File: config.mk
export PLATFORM = sky130hd
export DESIGN_NAME = irq_daisy_arb
export DESIGN_NICKNAME = d
export VERILOG_FILES = /design/src/rtl/irq_arb_pkg.sv /design/src/rtl/irq_pend_bank.sv /design/src/rtl/irq_pick.sv /design/src/rtl/irq_cpl_ctrl.sv /design/src/rtl/irq_daisy_arb.sv
export SDC_FILE = /design/constraint.sdc
export NUM_CORES = 1
export LEC_CHECK = 0
export BUFFER_PORTS_ARGS = -buffer_cell sky130_fd_sc_hd__buf_2
export CAP_MARGIN = 40
export CORE_MARGIN = 2
export CORE_UTILIZATION = 45
export CTS_CLUSTER_DIAMETER = 50
export DETAILED_ROUTE_END_ITERATION = 12
export PLACE_DENSITY_LB_ADDON = 0.1
export SETUP_SLACK_MARGIN = 0.2
export SLEW_MARGIN = 0
export SYNTH_ARGS = -nofsm -noshare
export SYNTH_HDL_FRONTEND = slang
export SYNTH_SLANG_ARGS = --single-unit
File: constraint.sdc
create_clock -name clk -period 37.3 [get_ports clk]
set_input_delay 3.73 -clock clk [delete_from_list [all_inputs] [get_ports clk]]
set_output_delay 3.73 -clock clk [all_outputs]
set_load 0.01 [all_outputs]
File: src/rtl/irq_arb_pkg.sv
package irq_arb_pkg;
  localparam int LVL_W = 3;
  typedef logic [LVL_W-1:0] lvl_t;
  localparam lvl_t LVL_RESET = '1;

  // a request beats the program priority when its value is strictly smaller
  function automatic logic lvl_beats(input lvl_t lvl, input lvl_t cpl);
    return lvl < cpl;
  endfunction

  // (level, index) ordering used for the chain tie-break
  function automatic logic ranks_above(input lvl_t la, input lvl_t lb);
    return la < lb;
  endfunction
endpackage

File: src/rtl/irq_pend_bank.sv
module irq_pend_bank #(
  parameter int N  = 22,
  parameter int IW = 5
) (
  input  logic          clk,
  input  logic          rst_n,
  input  logic [N-1:0]  req,
  input  logic          clr_en,
  input  logic [IW-1:0] clr_idx,
  output logic [N-1:0]  clr_vec,
  output logic [N-1:0]  pend
);
  logic [N-1:0] req_d;

  always_ff @(posedge clk) begin
    if (!rst_n) req_d <= '0;
    else        req_d <= req;
  end

  for (genvar g = 0; g < N; g++) begin : g_bit
    logic rise;
    assign rise       = req[g] & ~req_d[g];
    assign clr_vec[g] = clr_en && (clr_idx == IW'(g));
    always_ff @(posedge clk) begin
      if (!rst_n)     pend[g] <= 1'b0;
      else if (rise)  pend[g] <= 1'b1;
      else if (clr_vec[g]) pend[g] <= 1'b0;
    end
  end
endmodule

File: src/rtl/irq_pick.sv
module irq_pick
  import irq_arb_pkg::*;
#(
  parameter int N  = 22,
  parameter int IW = 5
) (
  input  logic [N-1:0]       elig,
  input  logic [N*LVL_W-1:0] lvl_flat,
  output logic               win_vld,
  output logic [IW-1:0]      win_idx,
  output lvl_t               win_lvl
);
  always_comb begin
    win_vld = 1'b0;
    win_idx = '0;
    win_lvl = LVL_RESET;
    for (int i = 0; i < N; i++) begin
      if (elig[i] && (!win_vld || ranks_above(lvl_flat[i*LVL_W +: LVL_W], win_lvl))) begin
        win_vld = 1'b1;
        win_idx = IW'(i);
        win_lvl = lvl_flat[i*LVL_W +: LVL_W];
      end
    end
  end
endmodule

File: src/rtl/irq_cpl_ctrl.sv
module irq_cpl_ctrl
  import irq_arb_pkg::*;
#(
  parameter int DEPTH = 4
) (
  input  logic clk,
  input  logic rst_n,
  input  logic cpl_wr,
  input  lvl_t cpl_wdata,
  input  logic push,
  input  lvl_t push_lvl,
  input  logic pop,
  output lvl_t cpl_q
);
  localparam int CW = $clog2(DEPTH + 1);
  lvl_t          stk [DEPTH];
  logic [CW-1:0] sp;

  always_ff @(posedge clk) begin
    if (!rst_n) begin
      cpl_q <= LVL_RESET;
      sp    <= '0;
      for (int i = 0; i < DEPTH; i++) stk[i] <= LVL_RESET;
    end else if (cpl_wr) begin
      cpl_q <= cpl_wdata;
    end else if (push) begin
      cpl_q <= push_lvl;
      if (sp < CW'(DEPTH)) begin
        for (int i = 0; i < DEPTH; i++)
          if (sp == CW'(i)) stk[i] <= cpl_q;
        sp <= sp + 1'b1;
      end
    end else if (pop && sp != '0) begin
      for (int i = 0; i < DEPTH; i++)
        if (sp == CW'(i + 1)) cpl_q <= stk[i];
      sp <= sp - 1'b1;
    end
  end
endmodule

File: src/rtl/irq_daisy_arb.sv
module irq_daisy_arb
  import irq_arb_pkg::*;
#(
  parameter int NSRC      = 22,
  parameter int STK_DEPTH = 4,
  parameter int IDX_W     = $clog2(NSRC)
) (
  input  logic                  clk,
  input  logic                  rst_n,
  input  logic [NSRC-1:0]       req,
  input  logic [NSRC*LVL_W-1:0] lvl_flat,
  input  logic [NSRC-1:0]       src_en,
  input  logic                  glob_en,
  input  logic                  nest_mode,
  input  logic                  cpl_wr,
  input  logic [LVL_W-1:0]      cpl_wdata,
  output logic [LVL_W-1:0]      cpl_q,
  input  logic                  arb_stb,
  input  logic                  ack,
  input  logic [IDX_W-1:0]      ack_idx,
  input  logic                  reti,
  output logic                  grant_vld,
  output logic [IDX_W-1:0]      grant_idx
);
  logic [NSRC-1:0] pend_q, clr_vec, beat_vec, elig;
  logic            win_vld, ack_hit;
  logic [IDX_W-1:0] win_idx;
  lvl_t            win_lvl, grant_lvl;

  irq_pend_bank #(.N(NSRC), .IW(IDX_W)) u_pend (
    .clk(clk), .rst_n(rst_n), .req(req), .clr_en(ack), .clr_idx(ack_idx),
    .clr_vec(clr_vec), .pend(pend_q)
  );

  for (genvar g = 0; g < NSRC; g++) begin : g_beat
    assign beat_vec[g] = lvl_beats(lvl_flat[g*LVL_W +: LVL_W], cpl_q);
  end

  assign elig = pend_q & ~clr_vec & src_en & beat_vec & {NSRC{glob_en}};

  irq_pick #(.N(NSRC), .IW(IDX_W)) u_pick (
    .elig(elig), .lvl_flat(lvl_flat),
    .win_vld(win_vld), .win_idx(win_idx), .win_lvl(win_lvl)
  );

  assign ack_hit = ack && grant_vld && (ack_idx == grant_idx);

  always_ff @(posedge clk) begin
    if (!rst_n) begin
      grant_vld <= 1'b0;
      grant_idx <= '0;
      grant_lvl <= LVL_RESET;
    end else if (arb_stb) begin
      grant_vld <= win_vld;
      grant_idx <= win_idx;
      grant_lvl <= win_lvl;
    end else if (ack_hit) begin
      grant_vld <= 1'b0;
    end
  end

  irq_cpl_ctrl #(.DEPTH(STK_DEPTH)) u_cpl (
    .clk(clk), .rst_n(rst_n), .cpl_wr(cpl_wr), .cpl_wdata(cpl_wdata),
    .push(ack_hit && nest_mode), .push_lvl(grant_lvl),
    .pop(reti && nest_mode), .cpl_q(cpl_q)
  );
endmodule

-- Word level (Yosys, flattened, before mapping)
Memory sizes are Yosys's and may differ from the RTL's.
Cells that the tools add are included.
- bits in latches: 0
- ROM bits: 0
- memory bits (writable): 12
- logic and storage cells: 427
- bits of input ports: 126
- output and inout port bits: 9
- bits in registers: 59
- memories: 1
- memory list (memory ; words ; width ; rd ports ; clocked after memory_dff ; write ports ; RTL line ; text):
    u_cpl.stk ; 4 ; 3 ; 4 ; 0 ; 4 ; irq_cpl_ctrl.sv:16 ; lvl_t stk [DEPTH];
- add/subtract/negate cells: 2
- div/mod/pow operators: 0
- bitwise operators: 54
- multiply operators: 0
- mux-type cells: 150
- reduce and logical (&&, ||, !) cells: 121
- order comparisons: 44
- eq/ne operators: 27
- shift-type cells: 0
- operator list (operator ; count):
    3-bit less-than comparator ; 43
    3-bit 2-to-1 mux ; 40
    1-bit 2-to-1 mux ; 94
    22-bit AND ; 4
    1-bit logical AND ; 48
    2-bit nonzero test ; 24
    5-bit by 4-bit equality test with 1-bit output (second input constant) ; 8
    4-bit 2-to-1 mux ; 8
    5-bit equality test (second input constant) ; 6
    5-bit 2-to-1 mux ; 6
    1-bit inverter ; 23
    1-bit AND ; 22
    22-bit inverter ; 1
    1-bit zero test ; 21
    1-bit logical OR ; 21
    5-bit by 3-bit equality test with 1-bit output (second input constant) ; 4
    5-bit by 2-bit equality test with 1-bit output (second input constant) ; 2
    3-bit by 2-bit equality test with 1-bit output (second input constant) ; 2
    3-bit nonzero test ; 2
    6-bit nonzero test ; 1
    5-bit by 1-bit equality test with 1-bit output (second input constant) ; 1
    5-bit equality test ; 1
    5-bit zero test ; 1
    2-bit 2-to-1 mux ; 2
    10 further kinds ; 13

-- Depth between registers and ports, before layout
Gate-level depths: netlist (run 1).
- word-level depth: 93
- mapped depth: 145
- gate-level depth less buffers: 144

-- By module
From an unflattened synthesis (run 1), not the netlist that was laid out.
- cells, all modules: 1012
- area total of the unflattened synthesis: 8051.5 µm²
- by module, submodules not included (module ; seq. area each (µm²) ; times used ; cells each ; area each (µm²)):
    irq_pick ; 0.0 ; 1 ; 537 ; 3629.7
    irq_pend_bank ; 880.8 ; 1 ; 180 ; 1666.6
    irq_daisy_arb ; 180.2 ; 1 ; 178 ; 1639.1
    irq_cpl_ctrl ; 480.5 ; 1 ; 117 ; 1116.1

-- Least setup slack after synthesis (run 1)
Ideal clock, no wire load.
- kind: input-to-reg
- start: in ack_idx[0]
- end: reg grant_lvl[1]
- stages: 136
- library setup time: 0.143 ns
- path buffers: 2
- setup slack: 9.108 ns
- data arrival time: 28.049 ns
- data required time: 37.157 ns
- cells stage by stage: buf_2 > or4b_4 > o21a_2 > nand2_1 > nor2_1 > ha_1 > a21oi_1 > nand2_1 > o21ai_0 > o22ai_1 > ha_1 > o31a_1 > nand2_1 > o21a_1 > nor2_1 > a21oi_1 > ha_1 > a21boi_0 > [100 not listed] > nor2_1 > nor2_1 > o31ai_4 > a21o_1 > ha_1 > o21ai_0 > nor2_1 > nor2_1 > a31oi_1 > nor2_1 > a21o_1 > ha_1 > o211a_1 > o21ai_0 > nand2_1 > a31o_2 > o21ai_0 > a41oi_2
- cells in the longest elaborated chain, start to end: 92
- elaborated cells between the ends (all ways): 176
- those cells by class: order compare (21); eq/ne (21); mux (43); bitwise (5); reduce/logical (86)
- ends and longest elaborated chain (item ; RTL line ; text):
    from (decl) ; irq_daisy_arb.sv:20 ; input logic [IDX_W-1:0] ack_idx,
    5-bit zero test ; irq_pend_bank.sv:23 ; assign clr_vec[g] = clr_en && (clr_idx == IW'(g));
    1-bit logical AND ; irq_pend_bank.sv:23 ;
    22-bit inverter (*) ; irq_daisy_arb.sv:39 ; assign elig = pend_q & ~clr_vec & src_en & beat_vec & {NSRC{glob_en}};
    22-bit AND (*) (4 in series) ; irq_daisy_arb.sv:39 ;
    3-bit 2-to-1 mux / 1-bit 2-to-1 mux (equally long branches) ; irq_pick.sv:18 ; if (elig[i] && (!win_vld || ranks_above(lvl_flat[i*LVL_W +: LVL_W], win_lvl))) begin
    3-bit less-than comparator / 1-bit zero test (equally long branches) ; irq_arb_pkg.sv:13, irq_pick.sv:18 ;
    1-bit logical OR ; irq_pick.sv:18 ;
    1-bit logical AND ; irq_pick.sv:18 ;
    [73 not listed] ; -- ;
    3-bit less-than comparator / 1-bit zero test (equally long branches) ; irq_arb_pkg.sv:13, irq_pick.sv:18 ;
    1-bit logical OR ; irq_pick.sv:18 ;
    1-bit logical AND ; irq_pick.sv:18 ;
    3-bit 2-to-1 mux / 1-bit 2-to-1 mux (equally long branches) ; irq_pick.sv:18 ;
    3-bit less-than comparator / 1-bit zero test (equally long branches) ; irq_arb_pkg.sv:13, irq_pick.sv:18 ;
    1-bit logical OR ; irq_pick.sv:18 ;
    1-bit logical AND ; irq_pick.sv:18 ;
    3-bit 2-to-1 mux (*) ; irq_pick.sv:18 ;
    to (signal assigned) ; irq_daisy_arb.sv:56 ; grant_lvl <= win_lvl;
    to (decl) ; irq_daisy_arb.sv:28 ; lvl_t win_lvl, grant_lvl;
Mark *: on every way between the ends. The rest lies on a longest branch, timed or not.
A chain may end at the register's enable or synchronous reset.

-- Worst setup path in the final report (run 1)
- start: in ack_idx[1]
- end: reg grant_lvl[1]
Same word-level chain as after synthesis.

==> results of run 1 <==
==> registers in the layout, summed over array words and instances (netlist names) <==
| register | flops |
|---|---|
| u_cpl.cpl_q | 3 |
| u_pend.req_d | 22 |
| u_cpl.sp | 3 |
| grant_lvl | 3 |
| u_pend.pend | 22 |
| u_cpl.stk | 12 |
| grant_vld | 1 |
| grant_idx | 5 |
==> cells in the final DEF, fill, tap and decap left out, drive strengths merged, types with 13 or more instances in the layout <==
cell and instances:
mux2i 18, nand2b 62, o21ai 76, o211ai 19, nand2 97, ha 74
nor2 74, a31oi 18, a21o 35, inv 53, nor2b 17, a211oi 15
or2 13, and2 33, nand3 18, a21boi 18, o21a 18, buf 138
dfxtp 59, a21oi 64
==> metrics by stage <==
stage | util | cells | total power, W | hold WS, ns
2_1_floorplan | - | 993 | 0.0001680 | 0.4358
3_3_place_gp | 0.5068 | 1334 | 0.0002012 | 0.4605
3_5_place_dp | 0.5070 | 1335 | 0.0002017 | 0.4636
4_1_cts | 0.5245 | 1351 | 0.0002869 | 0.4783
5_1_grt | 0.5249 | 1354 | 0.0003067 | 0.5096
6_report | 0.5249 | 1354 | 0.0002856 | 0.4745
==> critical path: cells and delay by family <==
family          cells  cell delay [ns]
compound gates     59            13.58
fa+ha+maj          21             5.29
buf+inv            12             0.92
mux                 9             2.36
simple gates       34             5.57
==> where the power goes <==
part / internal [W] / switching (W)
Sequential: 0.0000824 / 0.00000192
Clock: 0.0000498 / 0.0000346
Combinational: 0.0000473 / 0.0000696
==> logic make-up after synthesis <==
kind of cell,Yosys count,synth area share
compound gates,368,0.3486
xor+xnor,6,0.006772
fa+ha+maj,78,0.1246
buf+inv,70,0.03531
flops,71,0.1986
mux,21,0.02757
simple gates,379,0.2585
==> final timing paths <==
| path | start | to | slack [ns] | depth (start not counted) |
|---|---|---|---|---|
| worst min register to register | grant_lvl[0]$_SDFFE_PN1P_ | grant_lvl[0]$_SDFFE_PN1P_ | 0.47 | 2 |
| worst max-delay path | ack_idx[1] | grant_lvl[1]$_SDFFE_PN1P_ | 6.05 | 135 |
| worst max register to register | u_cpl.cpl_q[1]$_SDFFE_PN1P_ | grant_lvl[1]$_SDFFE_PN1P_ | 9.01 | 137 |
| worst min-delay path | grant_lvl[0]$_SDFFE_PN1P_ | grant_lvl[0]$_SDFFE_PN1P_ | 0.47 | 2 |
==> layout make-up <==
class,instances,area [µm²],share of cell area
Antenna cell,3,7.507,0.0008385
Clock buffer,10,250.2,0.02795
Clock inverter,6,47.55,0.005310
Inverter,49,183.9,0.02054
Multi-Input combinational cell,852,5944,0.6639
Sequential cell,71,1541,0.1722
Tap cell,225,281.5,0.03144
Timing Repair Buffer,138,696.9,0.07784
==> routing by layer <==
| layer | up-vias | wire (µm) | share of wire |
|---|---|---|---|
| li1 | 4016 | - | - |
| met1 | 3682 | 11040 | 0.48 |
| met2 | 226 | 10500 | 0.46 |
| met3 | 26 | 1153 | 0.050 |
| met4 | 0 | 344 | 0.015 |
| met5 | - | 0 | 0 |
==> flow_summary.json, run 1 <==
{
  "top_usage_layer": "met2",
  "layout-drive-gt1-share": 0.1812,
  "pre_cts_ws_ns": 6.039,
  "synth_edf_count": 12,
  "grt_remaining_overflow": 0,
  "synth_top_cells_by_area": "dfxtp_1, ha_1, nand2b_1, nand2_1, edfxtp_1",
  "syn-num-nets": 1193,
  "use_met3": 0.02993,
  "worst_slew_margin_rel": 0.4147,
  "cp.arrival_ns": 31.41,
  "cp_max_fo": 10,
  "hold_violations": 0,
  "drv_slew": 0,
  "cts_tree": "yes",
  "h-tree-depth": 3,
  "num_rows": 48,
  "min_period_over_period": 0.8379,
  "path_clk_slew_ns": 0.06,
  "synth_top_area_share": 0.1522,
  "dr.first_iter.drc_count": 513,
  "die_h_um": 135.3,
  "pin_count": 135,
  "place_congestion": 0.8716,
  "synthArstFlopShare": 0,
  "cts_hold_buf": 0,
  "coreArea_mm2": 0.01706,
  "synth_commonest_cells": "nand2_1, ha_1, nor2_1",
  "fin_area_mm2": 0.008954,
  "synthCells": 993,
  "synth_most_common_cell": "nand2_1",
  "fin_setup_tns_ns": 0,
  "vias_per_cell": 5.871,
  "netlist_area_mm2": 0.007760,
  "power_density_mw_per_mm2": 31.90,
  "cts.sinks": 71,
  "synth_area_leader_cell": "dfxtp_1",
  "fillers": 1767,
  "start_util": 0.4550,
  "synth_seq_cells": 71,
  "dieWidth_um": 135.3,
  "rsz0062_at_grt": "no",
  "cp_common_cell": "ha_1",
  "critPathRequiredTime_ns": 37.46,
  "fp.dieArea_mm2": 0.01831,
  "setup_violations": 0,
  "critPathKind": "input pin to flop",
  "grt_pass1_vias": 7354,
  "status": "finished clean",
  "min_path_type": "flop to flop",
  "fin_crit_ns": 31.25,
  "antenna_left": 0,
  "cp-start-kind": "input pin",
  "vias": 7950,
  "postCtsSetupRepairBufs": 0,
  "first_pass_iters": 5,
  "max_stage_delay_ns": 0.58,
  "setup_slack_ns": 6.046,
  "grt_usage": 0.2525,
  "cts_buffers": 9,
  "p_leak_nw": 4.073,
  "wl_um": 23030,
  "use_met1": 0.3533,
  "seq_area_frac_synth": 0.1986,
  "yosys_warnings": 0,
  "root_buffer": "clkbuf_16",
  "place.port_buffers": 134,
  "finClkSkew_ns": 0.007377,
  "cts_resized": 0,
  "drcViolationCount": 0,
  "slowest_stage": "or4b_4",
  "ys.flop_type": "dfxtp_1",
  "grt_pass1_wl_um": 37380,
  "area_delta_synth_final_pct": 15.38,
  "yosys.cell_types.count": 95,
  "max-cap-violations": 0,
  "avgSynthCellArea_um2": 7.815,
  "antenna_found_initial": 3,
  "worst_pin_slew_ns": 0.8780,
  "peakVddDrop_v": 0.00002358,
  "place_hpwl_um": 18190,
  "grt_max_degree": 55,
  "cts.path.max_buffers": 2,
  "endpoint_kind": "flop",
  "max_freq_mhz": 32.00,
  "clock_latency_ns": 0.33,
  "detail_route.wl_per_cell_um": 17.01,
  "nets": 1321,
  "grt_use_met2": 0.4123,
  "place_area_mm2": 0.008648
}
No activity file was read; power rests on OpenSTA's default activity.
==> inputs of run 2 (changes only) <==
==> constraint.sdc (replaced) <==
create_clock -name clk -period 26.2 [get_ports clk]
set_input_delay 2.62 -clock clk [delete_from_list [all_inputs] [get_ports clk]]
set_output_delay 2.62 -clock clk [all_outputs]
set_load 0.01 [all_outputs]
==> run 2 against run 1 <==
Against the previous run:
- sequential power up 42%
- register-to-register slack worse by 6.7 ns
- clock power rose by 67%
- routed wire length rose by 15%
- critical path type unchanged
==> flow_summary.json, run 2 (synthesized netlist as in run 1, its figures left out) <==
{
  "status": "finished clean",
  "use_met1": 0.3510,
  "instances_no_fill": 1480,
  "fin_crit_ns": 25.57,
  "slowest_stage": "or4b_4",
  "start_util": 0.4550,
  "vias": 8741,
  "critPathRequiredTime_ns": 26.36,
  "peakVddDrop_v": 0.00003100,
  "power_density_mw_per_mm2": 47.55,
  "crit_end": "grant_lvl[2]$_SDFFE_PN1P_",
  "worst_slew_margin_rel": 0.3422,
  "first_pass_iters": 5,
  "post-route-util": 0.6357,
  "clock_latency_ns": 0.34,
  "layout-drive-gt1-share": 0.3607,
  "drcViolationCount": 0,
  "grt_pass1_vias": 7743,
  "pin_count": 135,
  "h-tree-depth": 3,
  "antenna_left": 0,
  "power_w": 0.0005156,
  "layout_common_cells": "buf_2, buf_4, nand2_1",
  "cts.path.max_buffers": 2,
  "reg2reg_from": "u_cpl.cpl_q[1]$_SDFFE_PN1P_",
  "detail_route.wl_per_cell_um": 17.83,
  "finClkSkew_ns": 0.007393,
  "cp-startpoint": "ack_idx[1]",
  "die_h_um": 135.3,
  "cts.sinks": 71,
  "r2r_setup_slack_ns": 2.32,
  "place_inst": 1397,
  "place_hpwl_um": 19020,
  "cp.arrival_ns": 25.74,
  "final_common_cell": "buf_2",
  "vias_per_cell": 5.906,
  "grt_use_met2": 0.4459,
  "p_leak_nw": 4.890,
  "cp_common_cell": "ha_4",
  "largest_registers": "u_pend.pend: 22 flops, u_pend.req_d: 22 flops, u_cpl.stk: 12 flops",
  "endpoint_kind": "flop",
  "grt_pass1_wl_um": 38820,
  "place.port_buffers": 134,
  "min_path_type": "flop to flop",
  "critPathKind": "input pin to flop",
  "wl_um": 26380,
  "min_period_over_period": 0.9761,
  "fp.dieArea_mm2": 0.01831,
  "use_met3": 0.03292,
  "max_stage_delay_ns": 0.53,
  "place_congestion": 0.9441,
  "cts_buffers": 9,
  "antenna_found_initial": 2,
  "cts_tree": "yes",
  "grt_remaining_overflow": 0,
  "path_clk_slew_ns": 0.06,
  "r2r-end": "grant_lvl[2]$_SDFFE_PN1P_",
  "cts_hold_buf": 0,
  "dieWidth_um": 135.3,
  "hold_violations": 0,
  "coreArea_mm2": 0.01706,
  "area_delta_synth_final_pct": 39.73,
  "num_rows": 48,
  "cp-start-kind": "input pin",
  "max-cap-violations": 0,
  "rsz0062_at_grt": "yes",
  "worst_pin_slew_ns": 0.9730,
  "setup_violations": 0,
  "root_buffer": "clkbuf_16",
  "max_freq_mhz": 39.10,
  "top_usage_layer": "met2",
  "grt_max_degree": 55,
  "reg2regPathDepth": 140,
  "cp_max_fo": 7,
  "nets": 1448,
  "dr.first_iter.drc_count": 591,
  "drv_slew": 0,
  "grt_usage": 0.2606
}
==> run 2: worst min-delay path by stage <==
| stage | from | to | slack (ns) | depth (start not counted) |
|---|---|---|---|---|
| 2_1_floorplan | grant_lvl[0]$_SDFFE_PN1P_ | grant_lvl[0]$_SDFFE_PN1P_ | 0.44 | 2 |
| 3_3_place_gp | grant_lvl[0]$_SDFFE_PN1P_ | grant_lvl[0]$_SDFFE_PN1P_ | 0.46 | 2 |
| 3_5_place_dp | grant_lvl[0]$_SDFFE_PN1P_ | grant_lvl[0]$_SDFFE_PN1P_ | 0.47 | 2 |
| 4_1_cts | grant_lvl[0]$_SDFFE_PN1P_ | grant_lvl[0]$_SDFFE_PN1P_ | 0.48 | 2 |
| 5_1_grt | u_pend.req_d[14]$_SDFF_PN0_ | u_pend.pend[14]$_SDFFE_PN0P_ | 0.50 | 2 |
| 6_report | u_pend.req_d[4]$_SDFF_PN0_ | u_pend.pend[4]$_SDFFE_PN0P_ | 0.48 | 2 |
==> run 2: final cells by class <==
class	count	area, µm²
Tap cell	225	281.5
Multi-Input combinational cell	852	6812
Fill cell	1536	6213
Sequential cell	71	1541
Clock buffer	10	250.2
Antenna cell	2	5.005
Timing Repair Buffer	265	1667
Clock inverter	6	97.59
Inverter	49	188.9
==> run 2: per-stage QoR <==
step / setup slack, ns / setup TNS, ns / area, µm² / hold slack (ns)
after floorplan: 0.2054 / 0 / 7898 / 0.4358
after global placement: -0.08477 / -0.3109 / 9255 / 0.4643
after detailed placement: -0.6476 / -4.306 / 9255 / 0.4695
after CTS: 0.2089 / 0 / 9873 / 0.4849
after global routing: -0.5193 / -3.324 / 10840 / 0.5008
final: 0.6266 / 0 / 10840 / 0.4832
==> run 2: worst max-delay path: cells and delay by family <==
family	cells	cell delay, ns
muxes	10	2.70
buffers and inverters	13	0.92
AOI/OAI and AO/OA	58	9.44
and+or+nand+nor	36	5.08
adders and majority gates	21	4.96
==> run 2: per-layer routing <==
metal,wire length (µm),vias to the layer above
li1,-,4268
met1,11700,4139
met2,12640,289
met3,1419,45
met4,619,0
met5,0,-
==> run 2: power breakdown <==
part | total [W] | internal, W | leakage (nW) | switching [W]
sequential | 0.000120 | 0.000117 | 0.572 | 0.00000274
combinational | 0.000254 | 0.000118 | 4.15 | 0.000137
clock | 0.000141 | 0.0000907 | 0.171 | 0.0000506
==> run 2: repair_timing <==
item	in CTS	in global routing
pin swaps	22	83
setup buffers	21	44
resized for setup	21	135
setup endpoints to repair	8	8
==> inputs of run 3 (changes only) <==
--- a/config.mk
+++ b/config.mk
@@ -12,8 +12,9 @@
 export CTS_CLUSTER_DIAMETER = 50
 export DETAILED_ROUTE_END_ITERATION = 12
 export PLACE_DENSITY_LB_ADDON = 0.1
-export SETUP_SLACK_MARGIN = 0.2
+export SETUP_SLACK_MARGIN = 0.3
 export SLEW_MARGIN = 0
 export SYNTH_ARGS = -nofsm -noshare
 export SYNTH_HDL_FRONTEND = slang
+export SYNTH_HIERARCHICAL = 1
 export SYNTH_SLANG_ARGS = --single-unit
==> run 3 against run 2 <==
Against the previous run:
- the flow now finishes with violations (negative setup slack)
- first-iteration DRC count down 13%
- sequential power about the same
- count of clock-buffer cells in the layout increased by 4
- synthesized cell count grew 1.9%
- cell count up 5.8%
- global-route usage increased by 1.2 points
- via count increased by 1.9%
- critical endpoint is now grant_lvl[0]$_SDFFE_PN1P_
==> flow_summary.json, run 3 <==
{
  "first_pass_iters": 5,
  "power_density_mw_per_mm2": 44.75,
  "place_congestion": 0.9311,
  "netlist_area_mm2": 0.008051,
  "vias": 8910,
  "peakVddDrop_v": 0.00003895,
  "endpoint_kind": "flop",
  "multi_input_area_mm2": 0.007009,
  "grt_pass1_wl_um": 41240,
  "antenna_left": 0,
  "r2r-end": "grant_lvl[0]$_SDFFE_PN1P_",
  "dieWidth_um": 137.8,
  "fp.dieArea_mm2": 0.01898,
  "fin_crit_ns": 26.61,
  "synth_area_leader_cell": "dfxtp_1",
  "crit_family": "compound AO/OA/AOI/OAI gates",
  "place_area_mm2": 0.01056,
  "grt_remaining_overflow": 0,
  "dr.first_iter.drc_count": 517,
  "layout_common_cells": "buf_4, buf_2, nand2b_1",
  "cts.sinks": 71,
  "worst_slew_margin_rel": 0.4900,
  "crit_buf_inv": 14,
  "pre_cts_ws_ns": -0.9975,
  "cp-start-kind": "input pin",
  "grt_pass1_vias": 8472,
  "post-route-util": 0.6621,
  "num_rows": 48,
  "synth_commonest_cells": "nor2_1, nand2_1, ha_1",
  "violations": "negative setup slack",
  "fin_setup_tns_ns": -2.745,
  "min_path_cells": 2,
  "place_hpwl_um": 20530,
  "critPathRequiredTime_ns": 26.39,
  "synth_top_area_share": 0.1467,
  "area_delta_synth_final_pct": 43.22,
  "synth_edf_count": 12,
  "cp.arrival_ns": 26.80,
  "max_stage_delay_ns": 0.56,
  "status": "finished, violations left",
  "vias_per_cell": 5.690,
  "instances_no_fill": 1566,
  "yosys_warnings": 6,
  "fillers": 1536,
  "final_common_cell": "buf_4",
  "place.port_buffers": 134,
  "seq_area_frac_synth": 0.1915,
  "h-tree-depth": 3,
  "r2r_setup_slack_ns": 1.14,
  "path_clk_slew_ns": 0.06,
  "largest_registers": "u_pend/pend: 22 flops, u_pend/req_d: 22 flops, u_cpl/stk: 12 flops",
  "p_leak_nw": 5.182,
  "setup_slack_ns": -0.4099,
  "syn-num-nets": 1212,
  "max-cap-violations": 0,
  "nets": 1535,
  "holdPathEnd": "grant_lvl[1]$_SDFFE_PN1P_",
  "worst_pin_slew_ns": 0.7640,
  "detail_route.wl_per_cell_um": 16.95,
  "max_freq_mhz": 37.58,
  "ys.flop_type": "dfxtp_1",
  "yosys.cell_types.count": 101,
  "pin_count": 135,
  "finClkSkew_ns": 0.01287,
  "wl_um": 26540,
  "drv_slew": 0,
  "hold_path.startpoint": "grant_lvl[1]$_SDFFE_PN1P_",
  "grt_usage": 0.2724,
  "synth_top_cells_by_area": "dfxtp_1, ha_1, nand2b_1, edfxtp_1, nor2_1",
  "regArea_mm2": 0.001541,
  "die_h_um": 137.8,
  "fin_area_mm2": 0.01153,
  "synth_most_common_cell": "nor2_1",
  "place_inst": 1501,
  "coreArea_mm2": 0.01742,
  "clock_latency_ns": 0.33,
  "setup_violations": 8,
  "reg2reg_from": "u_cpl/cpl_q[1]$_SDFFE_PN1P_",
  "root_buffer": "clkbuf_16",
  "reg2regPathDepth": 147,
  "rsz0062_at_grt": "yes",
  "start_util": 0.4623,
  "avgSynthCellArea_um2": 7.956,
  "cts.path.max_buffers": 2,
  "cts_tree": "yes",
  "cp_common_cell": "ha_4",
  "min_path_type": "flop to flop",
  "cp_max_fo": 5,
  "critPathKind": "input pin to flop",
  "synthArstFlopShare": 0,
  "hold_violations": 0,
  "cts_buffers": 9,
  "drcViolationCount": 0,
  "synth_seq_cells": 71,
  "min_period_over_period": 1.016,
  "layout-drive-gt1-share": 0.4037,
  "slowest_stage": "or4b_4",
  "synthCells": 1012,
  "antenna_found_initial": 1,
  "grt_max_degree": 70
}
run 3: cell types whose count changed after synthesis, moves of 7 or more:
cell      delta
a21oi_1     -20
or3_1        +7
o21ai_0     -12
or2_2        +7
nand2_1     -22
nand2b_1     +8
nor2_1       +7
a211oi_1    +21
nand4b_1    +19
run 3: final cells by class:
class                           instances  share of cell area
Inverter                               45             0.01530
Clock buffer                           14             0.02387
Tap cell                              225             0.02441
Timing Repair Buffer                  338              0.1935
Antenna cell                            1           0.0002170
Clock inverter                          2            0.001194
Sequential cell                        71              0.1337
Multi-Input combinational cell        870              0.6079
run 3: repair_timing:
item	in CTS	in global routing
buffers inserted	24	24
endpoints found under the setup margin	8	8
pin swaps	44	86
gates resized for setup	25	43
hold buffers	0	0
cloned	0	0
run 3: worst max path at each step:
stage                          start                   endpoint  slack (ns)  cells after the start
after CTS                 ack_idx[0]  grant_lvl[2]$_SDFFE_PN1P_       -0.28                    142
after detailed placement  ack_idx[4]  grant_lvl[0]$_SDFFE_PN1P_        -1.0                    146
after global placement    ack_idx[4]  grant_lvl[0]$_SDFFE_PN1P_       -0.47                    148
after global routing      ack_idx[4]  grant_lvl[2]$_SDFFE_PN1P_       -1.53                    145
final                     ack_idx[4]  grant_lvl[0]$_SDFFE_PN1P_       -0.41                    146
after floorplan           ack_idx[4]  grant_lvl[0]$_SDFFE_PN1P_       -1.01                    147
run 3: layer usage:
metal | vias up | global-route usage | part of all wire | wire [µm]
met4 | 0 | 0.07540 | 0.018 | 473
met5 | - | 0 | 0 | 0
met2 | 231 | 0.4594 | 0.47 | 12580
met1 | 4210 | 0.3740 | 0.46 | 12320
met3 | 33 | 0.02097 | 0.044 | 1166
li1 | 4436 | - | - | -
run 3: cell families (layout without fill, tap and decap cells):
family                   after synthesis  count (layout)  share of synthesized area
AO/OA/AOI/OAI                        330             330                     0.3055
XOR/XNOR                               7               7                   0.007615
adder cells (fa/ha/maj)               78              78                     0.1201
buffers and inverters                 71             399                    0.03590
flip-flops                            71              71                     0.1915
multiplexers                          35              35                    0.04786
other                                  0               1                          0
AND/OR/NAND/NOR                      420             420                     0.2915
run 3: power by group:
part           internal [W]  switching, W
combinational      0.000140      0.000136
sequential         0.000118    0.00000475
clock             0.0000726     0.0000452
total              0.000330      0.000186
run 3: worst min-delay path, delay by kind of cell (launching register included):
kind,cells,cell delay [ns]
AND/OR/NAND/NOR,1,0.05
flip-flops,1,0.33
multiplexers,1,0.07
run 3: through the flow:
| stage | total power, W | hold slack, ns |
|---|---|---|
| 6_report | 0.0005160 | 0.4717 |
| 4_1_cts | 0.0004945 | 0.4729 |
| 5_1_grt | 0.0005480 | 0.4942 |
| 2_1_floorplan | 0.0002747 | 0.4337 |
| 3_5_place_dp | 0.0003642 | 0.4599 |
| 3_3_place_gp | 0.0003616 | 0.4557 |
